`src/rtl/hdlc_fr_pkg.sv`:
```
`timescale 1ns/1ps
package hdlc_fr_pkg;
   localparam int unsigned   OCTET_W    = 8;
   localparam logic [7:0]    FLAG_BYTE  = 8'h7E;
   localparam logic [15:0]   FCS_PRESET = 16'hFFFF;
   localparam logic [15:0]   FCS_POLY   = 16'h1021;

   typedef enum logic [2:0] {
      FS_FLAG  = 3'd0,
      FS_ADDR  = 3'd1,
      FS_INFO  = 3'd2,
      FS_FCSH  = 3'd3,
      FS_FCSL  = 3'd4,
      FS_CLOSE = 3'd5
   } fr_state_e;

   // one byte of the check sequence, MSB first
   function automatic logic [15:0] fcs_step(input logic [15:0] c, input logic [7:0] d);
      logic [15:0] r;
      r = c;
      for (int i = 7; i >= 0; i--) begin
         if (r[15] ^ d[i]) r = {r[14:0], 1'b0} ^ FCS_POLY;
         else              r = {r[14:0], 1'b0};
      end
      return r;
   endfunction
endpackage

```
`src/rtl/hdlc_byte_sched.sv`:
```
`timescale 1ns/1ps
module hdlc_byte_sched
   import hdlc_fr_pkg::*;
#(
   parameter int unsigned MAX_INFO = 1024,
   parameter logic [7:0]  ADDR_A   = 8'h01,
   parameter logic [7:0]  ADDR_B   = 8'h02
) (
   input  logic               clk,
   input  logic               rst_n,
   input  logic               bit_en,
   input  logic               take,
   input  logic [OCTET_W-1:0] a_data,
   input  logic               a_valid,
   output logic               a_ready,
   input  logic [OCTET_W-1:0] b_data,
   input  logic               b_valid,
   output logic               b_ready,
   output logic [OCTET_W-1:0] nxt_byte,
   output logic               nxt_stuff
);
   localparam int unsigned       CNT_W   = $clog2(MAX_INFO + 1);
   localparam logic [CNT_W-1:0]  CNT_MAX = CNT_W'(MAX_INFO);

   if (MAX_INFO < 1) begin : g_bad_max
      $error("MAX_INFO must be at least 1");
   end
   if (ADDR_A == ADDR_B) begin : g_bad_addr
      $error("stream addresses must differ");
   end

   fr_state_e          state, state_n;
   logic               chan;        // 0 = stream 1, 1 = stream 2
   logic               cand;
   logic [15:0]        crc;
   logic [CNT_W-1:0]   info_cnt;
   logic               cur_valid, more, load_info;
   logic [OCTET_W-1:0] cur_data;

   always_comb begin
      cur_valid = chan ? b_valid : a_valid;
      cur_data  = chan ? b_data  : a_data;
      cand      = !a_valid;
      more      = cur_valid && (info_cnt < CNT_MAX);
      load_info = ((state == FS_ADDR) || (state == FS_INFO)) && more;
      state_n   = state;
      nxt_byte  = FLAG_BYTE;
      nxt_stuff = 1'b0;
      case (state)
         FS_FLAG: begin
            if (a_valid || b_valid) begin
               state_n   = FS_ADDR;
               nxt_byte  = a_valid ? ADDR_A : ADDR_B;
               nxt_stuff = 1'b1;
            end
         end
         FS_ADDR, FS_INFO: begin
            nxt_stuff = 1'b1;
            if (more) begin
               state_n  = FS_INFO;
               nxt_byte = cur_data;
            end else begin
               state_n  = FS_FCSH;
               nxt_byte = ~crc[15:8];
            end
         end
         FS_FCSH: begin
            state_n   = FS_FCSL;
            nxt_byte  = ~crc[7:0];
            nxt_stuff = 1'b1;
         end
         FS_FCSL: state_n = FS_CLOSE;
         default: state_n = FS_FLAG;
      endcase
      a_ready = take && load_info && !chan;
      b_ready = take && load_info &&  chan;
   end

   always_ff @(posedge clk or negedge rst_n) begin
      if (!rst_n) begin
         state    <= FS_FLAG;
         chan     <= 1'b0;
         crc      <= FCS_PRESET;
         info_cnt <= '0;
      end else if (take) begin
         state <= state_n;
         if ((state == FS_FLAG) && (state_n == FS_ADDR)) begin
            chan     <= cand;
            crc      <= fcs_step(FCS_PRESET, nxt_byte);
            info_cnt <= '0;
         end
         if (load_info) begin
            crc      <= fcs_step(crc, cur_data);
            info_cnt <= info_cnt + 1'b1;
         end
      end
   end

   p_ready_excl_r10: assert property (@(posedge clk) disable iff (!rst_n)
      !(a_ready && b_ready));
   p_ready_en_r10: assert property (@(posedge clk) disable iff (!rst_n)
      (a_ready || b_ready) |-> bit_en);
   p_ready_pulse_r10: assert property (@(posedge clk) disable iff (!rst_n)
      a_ready |=> !a_ready);
   p_info_cap_r8: assert property (@(posedge clk) disable iff (!rst_n)
      info_cnt <= CNT_MAX);
   p_prio_r7: assert property (@(posedge clk) disable iff (!rst_n)
      (state == FS_FLAG && take && a_valid) |=> (state == FS_ADDR && !chan));
endmodule

```
`src/rtl/hdlc_bit_shifter.sv`:
```
`timescale 1ns/1ps
module hdlc_bit_shifter
   import hdlc_fr_pkg::*;
#(
   parameter int unsigned RUN_MAX = 5
) (
   input  logic               clk,
   input  logic               rst_n,
   input  logic               bit_en,
   input  logic [OCTET_W-1:0] nxt_byte,
   input  logic               nxt_stuff,
   output logic               take,
   output logic               raw_bit
);
   localparam int unsigned    BC_W  = $clog2(OCTET_W);
   localparam int unsigned    RUN_W = $clog2(RUN_MAX + 2);
   localparam logic [BC_W-1:0]  BC_LAST = BC_W'(OCTET_W - 1);
   localparam logic [RUN_W-1:0] RUN_LIM = RUN_W'(RUN_MAX);

   if (RUN_MAX < 1) begin : g_bad_run
      $error("RUN_MAX must be at least 1");
   end

   logic [OCTET_W-1:0] sh;
   logic [BC_W-1:0]    bcnt;
   logic [RUN_W-1:0]   ones;
   logic               stuff_on, stuff_now;

   always_comb begin
      stuff_now = (ones == RUN_LIM);
      take      = bit_en && !stuff_now && (bcnt == BC_LAST);
      raw_bit   = stuff_now ? 1'b0 : sh[OCTET_W-1];
   end

   always_ff @(posedge clk or negedge rst_n) begin
      if (!rst_n) begin
         sh       <= FLAG_BYTE;
         bcnt     <= '0;
         ones     <= '0;
         stuff_on <= 1'b0;
      end else if (bit_en) begin
         if (stuff_now) begin
            ones <= '0;
         end else begin
            ones <= (stuff_on && sh[OCTET_W-1]) ? ones + 1'b1 : '0;
            if (bcnt == BC_LAST) begin
               sh       <= nxt_byte;
               stuff_on <= nxt_stuff;
               bcnt     <= '0;
            end else begin
               sh   <= {sh[OCTET_W-2:0], 1'b0};
               bcnt <= bcnt + 1'b1;
            end
         end
      end
   end

   p_run_bounded_r6: assert property (@(posedge clk) disable iff (!rst_n)
      ones <= RUN_LIM);
   p_run_clears_r6: assert property (@(posedge clk) disable iff (!rst_n)
      (bit_en && ones == RUN_LIM) |=> (ones == '0));
   p_take_en_r9: assert property (@(posedge clk) disable iff (!rst_n)
      take |-> bit_en);
endmodule

```
`src/rtl/hdlc_line_scrambler.sv`:
```
`timescale 1ns/1ps
module hdlc_line_scrambler #(
   parameter bit          SCR_EN = 1'b1,
   parameter int unsigned TAP_A  = 18,
   parameter int unsigned TAP_B  = 23
) (
   input  logic clk,
   input  logic rst_n,
   input  logic bypass,
   input  logic in_bit,
   input  logic in_vld,
   output logic out_bit,
   output logic out_stb
);
   logic sel_bit;

   if (SCR_EN) begin : g_scr
      if (TAP_A < 1 || TAP_A >= TAP_B) begin : g_bad_taps
         $error("scrambler taps need 1 <= TAP_A < TAP_B");
      end
      logic [TAP_B-1:0] hist;
      logic             scr;
      always_comb begin
         scr     = in_bit ^ hist[TAP_A-1] ^ hist[TAP_B-1];
         sel_bit = bypass ? in_bit : scr;
      end
      always_ff @(posedge clk or negedge rst_n) begin
         if (!rst_n)                 hist <= '0;
         else if (in_vld && !bypass) hist <= {hist[TAP_B-2:0], scr};
      end
   end else begin : g_plain
      logic unused_bypass;
      always_comb begin
         sel_bit       = in_bit;
         unused_bypass = bypass;
      end
   end

   always_ff @(posedge clk or negedge rst_n) begin
      if (!rst_n) begin
         out_bit <= 1'b0;
         out_stb <= 1'b0;
      end else begin
         out_bit <= in_vld ? sel_bit : 1'b0;
         out_stb <= in_vld;
      end
   end

   p_strobe_follows_r9: assert property (@(posedge clk) disable iff (!rst_n)
      out_stb |-> $past(in_vld));
   p_quiet_line_r9: assert property (@(posedge clk) disable iff (!rst_n)
      !out_stb |-> !out_bit);
endmodule

```
`src/rtl/hdlc_dual_framer.sv`:
```
`timescale 1ns/1ps
module hdlc_dual_framer
   import hdlc_fr_pkg::*;
#(
   parameter int unsigned MAX_INFO = 1024,
   parameter logic [7:0]  ADDR_S1  = 8'h01,
   parameter logic [7:0]  ADDR_S2  = 8'h02,
   parameter bit          SCR_EN   = 1'b1,
   parameter int unsigned TAP_A    = 18,
   parameter int unsigned TAP_B    = 23
) (
   input  logic       clk,
   input  logic       rst_n,
   input  logic       bit_en,
   input  logic       scr_bypass,
   input  logic [7:0] s1_data,
   input  logic       s1_valid,
   output logic       s1_ready,
   input  logic [7:0] s2_data,
   input  logic       s2_valid,
   output logic       s2_ready,
   output logic       ser_out,
   output logic       ser_strobe
);
   logic               take, raw_bit, nxt_stuff;
   logic [OCTET_W-1:0] nxt_byte;

   hdlc_byte_sched #(
      .MAX_INFO (MAX_INFO),
      .ADDR_A   (ADDR_S1),
      .ADDR_B   (ADDR_S2)
   ) u_sched (
      .clk       (clk),
      .rst_n     (rst_n),
      .bit_en    (bit_en),
      .take      (take),
      .a_data    (s1_data),
      .a_valid   (s1_valid),
      .a_ready   (s1_ready),
      .b_data    (s2_data),
      .b_valid   (s2_valid),
      .b_ready   (s2_ready),
      .nxt_byte  (nxt_byte),
      .nxt_stuff (nxt_stuff)
   );

   hdlc_bit_shifter #(.RUN_MAX(5)) u_shift (
      .clk       (clk),
      .rst_n     (rst_n),
      .bit_en    (bit_en),
      .nxt_byte  (nxt_byte),
      .nxt_stuff (nxt_stuff),
      .take      (take),
      .raw_bit   (raw_bit)
   );

   hdlc_line_scrambler #(
      .SCR_EN (SCR_EN),
      .TAP_A  (TAP_A),
      .TAP_B  (TAP_B)
   ) u_scr (
      .clk     (clk),
      .rst_n   (rst_n),
      .bypass  (scr_bypass),
      .in_bit  (raw_bit),
      .in_vld  (bit_en),
      .out_bit (ser_out),
      .out_stb (ser_strobe)
   );
endmodule

```
`config.mk`:
```
export PLATFORM = sky130hd
export DESIGN_NAME = hdlc_dual_framer
export DESIGN_NICKNAME = d
export VERILOG_FILES = /design/src/rtl/hdlc_fr_pkg.sv /design/src/rtl/hdlc_byte_sched.sv /design/src/rtl/hdlc_bit_shifter.sv /design/src/rtl/hdlc_line_scrambler.sv /design/src/rtl/hdlc_dual_framer.sv
export SDC_FILE = /design/constraint.sdc
export NUM_CORES = 1
export LEC_CHECK = 0
export BUFFER_PORTS_ARGS = -buffer_cell sky130_fd_sc_hd__clkbuf_2
export CAP_MARGIN = 20
export CORE_MARGIN = 2
export CORE_UTILIZATION = 45
export DETAILED_ROUTE_END_ITERATION = 16
export PLACE_DENSITY = 0.66
export SLEW_MARGIN = 5
export SYNTH_ARGS = -nofsm -noshare
export SYNTH_HDL_FRONTEND = slang
export SYNTH_HIERARCHICAL = 1
export SYNTH_SLANG_ARGS = --single-unit
export TNS_END_PERCENT = 30
```
`constraint.sdc`:
```
create_clock -name clk -period 3.5 [get_ports clk]
set_input_delay 0.7 -clock clk [delete_from_list [all_inputs] [get_ports clk]]
set_output_delay 0.7 -clock clk [all_outputs]
set_load 0.005 [all_outputs]
```
Word level (Yosys, flattened, before mapping)
Cells that the tools add are included.
{"block": "word_totals", "ff_bits": 71, "in_bits": 22, "out_inout_bits": 4}
{"block": "op_classes", "add_sub_neg": 3, "order_cmp": 1, "eq_ne": 7, "muxes": 66, "bitwise_logic": 35, "n_reduce_logical": 24}
{"cell": "two-way mux 16 bit", "n": 30}
{"cell": "two-way mux 13 bit", "n": 16}
{"cell": "inverter 3 bit", "n": 15}
{"cell": "two-way mux 8 bit", "n": 4}
{"cell": "case mux 8 bit (3 select lines)", "n": 1}
{"cell": "two-way mux 11 bit", "n": 2}
{"cell": "XOR 1 bit", "n": 17}
{"cell": "inverter 8 bit", "n": 2}
{"cell": "two-way mux 3 bit", "n": 4}
{"cell": "case mux 3 bit (4 select lines)", "n": 1}
{"cell": "adder 11 x 1 -> 11 bit (second input constant)", "n": 1}
{"cell": "less-than comparator 11 bit (second input constant)", "n": 1}
{"cell": "logical AND 1 bit", "n": 10}
{"cell": "equality test 3 bit (second input constant)", "n": 3}
{"cell": "adder 3 x 1 -> 3 bit (second input constant)", "n": 2}
{"cell": "equality test 3 x 1 -> 1 bit (second input constant)", "n": 2}
{"cell": "equality test 3 x 2 -> 1 bit (second input constant)", "n": 2}
{"cell": "two-way mux 1 bit", "n": 6}
{"cell": "AND reduction 2 bit", "n": 3}
{"cell": "logical NOT 1 bit", "n": 4}
{"cell": "logical NOT 3 bit", "n": 1}
{"cell": "AND reduction 3 bit", "n": 1}
{"cell": "OR reduction 3 bit", "n": 1}
{"cell": "logical OR 1 bit", "n": 2}
{"cell": "5 further kinds", "n": 5}

Logic depth before layout (Yosys ltp)
{"block": "logic_depth", "ltp_word": 36, "mapped_depth": 10, "mapped_depth_nobuf": 10}

Modules after synthesis
The synthesis kept the hierarchy.
{"mod": "hdlc_byte_sched", "instances": 1, "cells_each": 226, "area_each_um2": 2104.5, "seq_area_each_um2": 795.8}
{"mod": "hdlc_line_scrambler", "instances": 1, "cells_each": 104, "area_each_um2": 964.7, "seq_area_each_um2": 625.6}
{"mod": "hdlc_bit_shifter", "instances": 1, "cells_each": 67, "area_each_um2": 759.5, "seq_area_each_um2": 382.9}

Least setup slack after synthesis
Ideal clock, no wire load.
{"block": "synth_path", "kind": "input -> output", "from": "input bit_en", "to": "output s2_ready", "arrival_time_ps": 1905, "setup_slack_ps": 895, "cell_stages": 6, "path_cell_list": "a21boi_4 -> and2_4 -> clkbuf_1 -> and3_1 -> clkbuf_1 -> and2_1"}
{"block": "synth_between", "elab_chain_cells": 4}
{"element": "start, declared", "line_no": "hdlc_dual_framer.sv:14", "source": "input logic bit_en,"}
{"element": "logical AND 1 bit (2 in a row)", "line_no": "hdlc_bit_shifter.sv:31", "source": "take = bit_en && !stuff_now && (bcnt == BC_LAST);"}
{"element": "net take", "line_no": "hdlc_dual_framer.sv:25", "source": "logic take, raw_bit, nxt_stuff;"}
{"element": "logical AND 1 bit (2 in a row)", "line_no": "hdlc_byte_sched.sv:76", "source": "b_ready = take && load_info && chan;"}
{"element": "end, declared", "line_no": "hdlc_dual_framer.sv:21", "source": "output logic s2_ready,"}
The timed path passes the listed nets, and every way through them passes these cells.

Final worst setup path
{"block": "layout_path", "from": "register u_shift.bcnt[0]", "to": "output s2_ready"}
{"block": "layout_between", "elab_chain_cells": 4}
{"element": "start, declared", "line_no": "hdlc_bit_shifter.sv:25", "source": "logic [BC_W-1:0] bcnt;"}
{"element": "start signal, assigned", "line_no": "hdlc_bit_shifter.sv:52", "source": "bcnt <= bcnt + 1'b1;"}
{"element": "equality test 3 bit", "line_no": "hdlc_bit_shifter.sv:31"}
{"element": "logical AND 1 bit", "line_no": "hdlc_bit_shifter.sv:31"}
{"element": "net take", "line_no": "hdlc_dual_framer.sv:25"}
{"element": "logical AND 1 bit (2 in a row)", "line_no": "hdlc_byte_sched.sv:76"}
The timed path passes the listed nets, and every way through them passes these cells.

==> results_dict.tcl <==
set metrics [dict create \
    status "completed" \
    cts.repair.resized 0 \
    core_area_mm2 0.00822 \
    crit_path_end_kind "output pin" \
    period_needed_ns 3.04 \
    fin_tns_setup_ns 0 \
    wirelength_um 8310 \
    p_comb_share_pct 38.8 \
    instances_no_fill 530 \
    routabilityCongestion 0.877 \
    required_ns 2.80 \
    worst_pin_slew_ns 0.875 \
    worstSetupPathType "reg -> out" \
    ys_warn_count 6 \
    root_buffer "clkbuf_8" \
    layout.nets 448 \
    crit_path_frequent_cell "ha_1" \
    wl_per_cell_um 15.7 \
    setup_ws_ns 0.460 \
    ir_worst_vdd_mv 0.284 \
    clock_latency_ns 0.34 \
    hold_viol_final 0 \
    grt_max_degree 52 \
    drc 0 \
    syn_area_mm2 0.00383 \
    cp_slowest_cell "ha_1" \
    worstPathMaxFanout 12 \
    cts_buffers 9 \
    hold_path.class "in -> async" \
    synth_cell_types 57 \
    synth_area_leaders "dfrtp_1, dfstp_2, nand2_1" \
    cap_violations 0 \
    detail_route.vias_per_cell 5.52 \
    placed_cells 514 \
    ant_nets 0 \
    post_cts_buffers 0 \
    via_count 2924 \
    grt_pass1_wl_um 13500 \
    overflow 0 \
    h-tree-depth 3 \
    fp.dieH_um 96.2 \
    fin_skew_ns 0.00883 \
    synth_edf_count 0 \
    clk_pin_slew_ns 0.08 \
    antenna_found_initial 0 \
    drive_gt1_share_pct 20.7 \
    start_util_pct 46.6 \
    cp_data_arrival_time_ns 2.34 \
    synthFlopType "dfrtp_1" \
    yosysMostFrequentCell "nand2_1" \
    synthArstFlopShare_pct 100 \
    n_antenna_cell 0 \
    portBuffers 25 \
    area_delta_synth_final_pct 11.6 \
    rows 33 \
    holdBufCountCts 0 \
    slew_viol_final 0 \
    drtIter0Drc 219 \
    ys_seq_area_share_pct 47.1 \
    clockPowerShare_pct 23.6 \
    intPower_w 0.00217 \
    power.share.sequential_pct 37.6 \
    pre_cts_slack_ns 0.655 \
    synth_cells 397 \
    setup_violations 0 \
    track_usage_pct 19.5 \
    power_density_mw_per_mm2 802 \
    p_switching_w 0.00125 \
    place_hpwl_um 5900 \
    p_sw_share_pct 36.6 \
    ys_ff_latch 71 \
    cts_buffer_depth 2 \
    synth_fp_nets 425 \
    max_freq_mhz 329 \
    cts_num_sinks 71 \
    drt_pass1_iterations 5 \
    io_pins 26 \
    cpPeakStageDelay_ns 0.42 \
    start_kind "register" \
    p_leak_nw 1.93 \
    dieWidth_um 96.2 \
    grt_pass1_vias 2765 \
    synth_top_area_cell "dfrtp_1" \
    synth_common_cells "nand2_1, dfrtp_1, nor2_1, dfstp_2, xnor2_1" \
    synth.avg_cell_area_um2 9.64 \
    period_share_pct 86.9 \
    synth_top_area_share_pct 32.0 \
    path_cells "ha_1 -> ha_1 -> and2_4 -> and3_1 -> and2_1 -> clkbuf_2" \
    relSlewSlack_pct 41.7 \
    rsz0062_at_grt "false" \
    die_area_mm2 0.00926 \
    cts_tree "built" \
]
## registers in the layout, indices dropped and copies added (netlist names)
signal	count
u_sched/info_cnt	11
u_shift/stuff_on	1
u_scr/out_bit	1
u_sched/crc	16
u_shift/sh	8
u_scr/out_stb	1
u_sched/chan	1
u_shift/ones	3
u_sched/state	3
u_scr/g_scr.hist	23
u_shift/bcnt	3
## cell usage in the layout (no fill, tap or decap), drive strengths merged, types with 10 or more instances in the layout
cell type / count
mux2i: 17
inv: 10
xnor2: 23
xor2: 10
nand2: 93
dfrtp: 49
clkbuf: 35
nor2: 28
o21ai: 23
dfstp: 22
a21oi: 14
## cells by family (layout without fill, tap and decap cells)
family                     count (synthesis)  in the layout  synth area share [%]
and+or+nand+nor                          158            158                  18.9
DFF                                       71             71                  47.1
buffers and inverters                     30             58                  3.99
AOI/OAI and AO/OA                         75             75                  13.5
adders and majority gates                  6              6                  1.96
xor gates and xnor gates                  34             34                  8.37
muxes                                     23             23                  6.21
## cell type report
cell class,count,area (um2)
multi-input cells,296,1870
clock inverters,5,104
flip-flops and latches,71,1800
repair buffers,33,185
well taps,105,131
inverters,9,33.8
clock buffers,11,141
fillers,764,3950
## final timing paths
| check | start | endpoint | slack [ns] | cells after the start |
|---|---|---|---|---|
| max | u_shift/bcnt[0] | s2_ready | 0.46 | 6 |
| min | rst_n | u_sched/chan | 0.33 | 2 |
| max reg2reg | u_shift/bcnt[0] | u_sched/info_cnt[10] | 0.77 | 8 |
| min reg2reg | u_scr/g_scr.hist[21] | u_scr/g_scr.hist[22] | 0.47 | 2 |
| max in group asynchronous | rst_n | u_shift/stuff_on | 2.59 | 2 |
| min in group clk | u_scr/g_scr.hist[21] | u_scr/g_scr.hist[22] | 0.47 | 2 |
## power groups by stage
stage	clock, W	combinational, W	sequential, W
6_report	0.000807	0.00133	0.00129
5_1_grt	0.000859	0.00146	0.00132
4_1_cts	0.000823	0.00133	0.00129
3_5_place_dp	0	0.00132	0.00130
3_3_place_gp	0	0.00129	0.00129
2_1_floorplan	0	0.00107	0.00122
## per-layer routing
metal | track usage (%) | vias up | wire, um
li1 | - | 1405 | -
met2 | 30.8 | 80 | 4000
met3 | 4.15 | 12 | 442
met4 | 8.21 | 0 | 152
met1 | 25.8 | 1427 | 3720
met5 | 0 | - | 0
## critical path, delay by kind of cell, from the launching register on
kind	cells	cell delay, ns
buffers and inverters	1	0.11
flip-flops	1	0.38
AND/OR/NAND/NOR	3	0.90
adder cells (fa/ha/maj)	2	0.62
## through the flow
| stage | total power, W | hold slack, ns | util, % | cell area [um2] |
|---|---|---|---|---|
| CTS | 0.00344 | 0.325 | 52.0 | 4270 |
| detailed placement | 0.00262 | 0.450 | 49.0 | 4030 |
| floorplan | 0.00229 | 0.404 | - | 3830 |
| finish | 0.00343 | 0.330 | 52.0 | 4270 |
| global route | 0.00364 | 0.332 | 52.0 | 4270 |
| global placement | 0.00259 | 0.445 | 49.0 | 4030 |
Power figures use the tool's default switching activity.
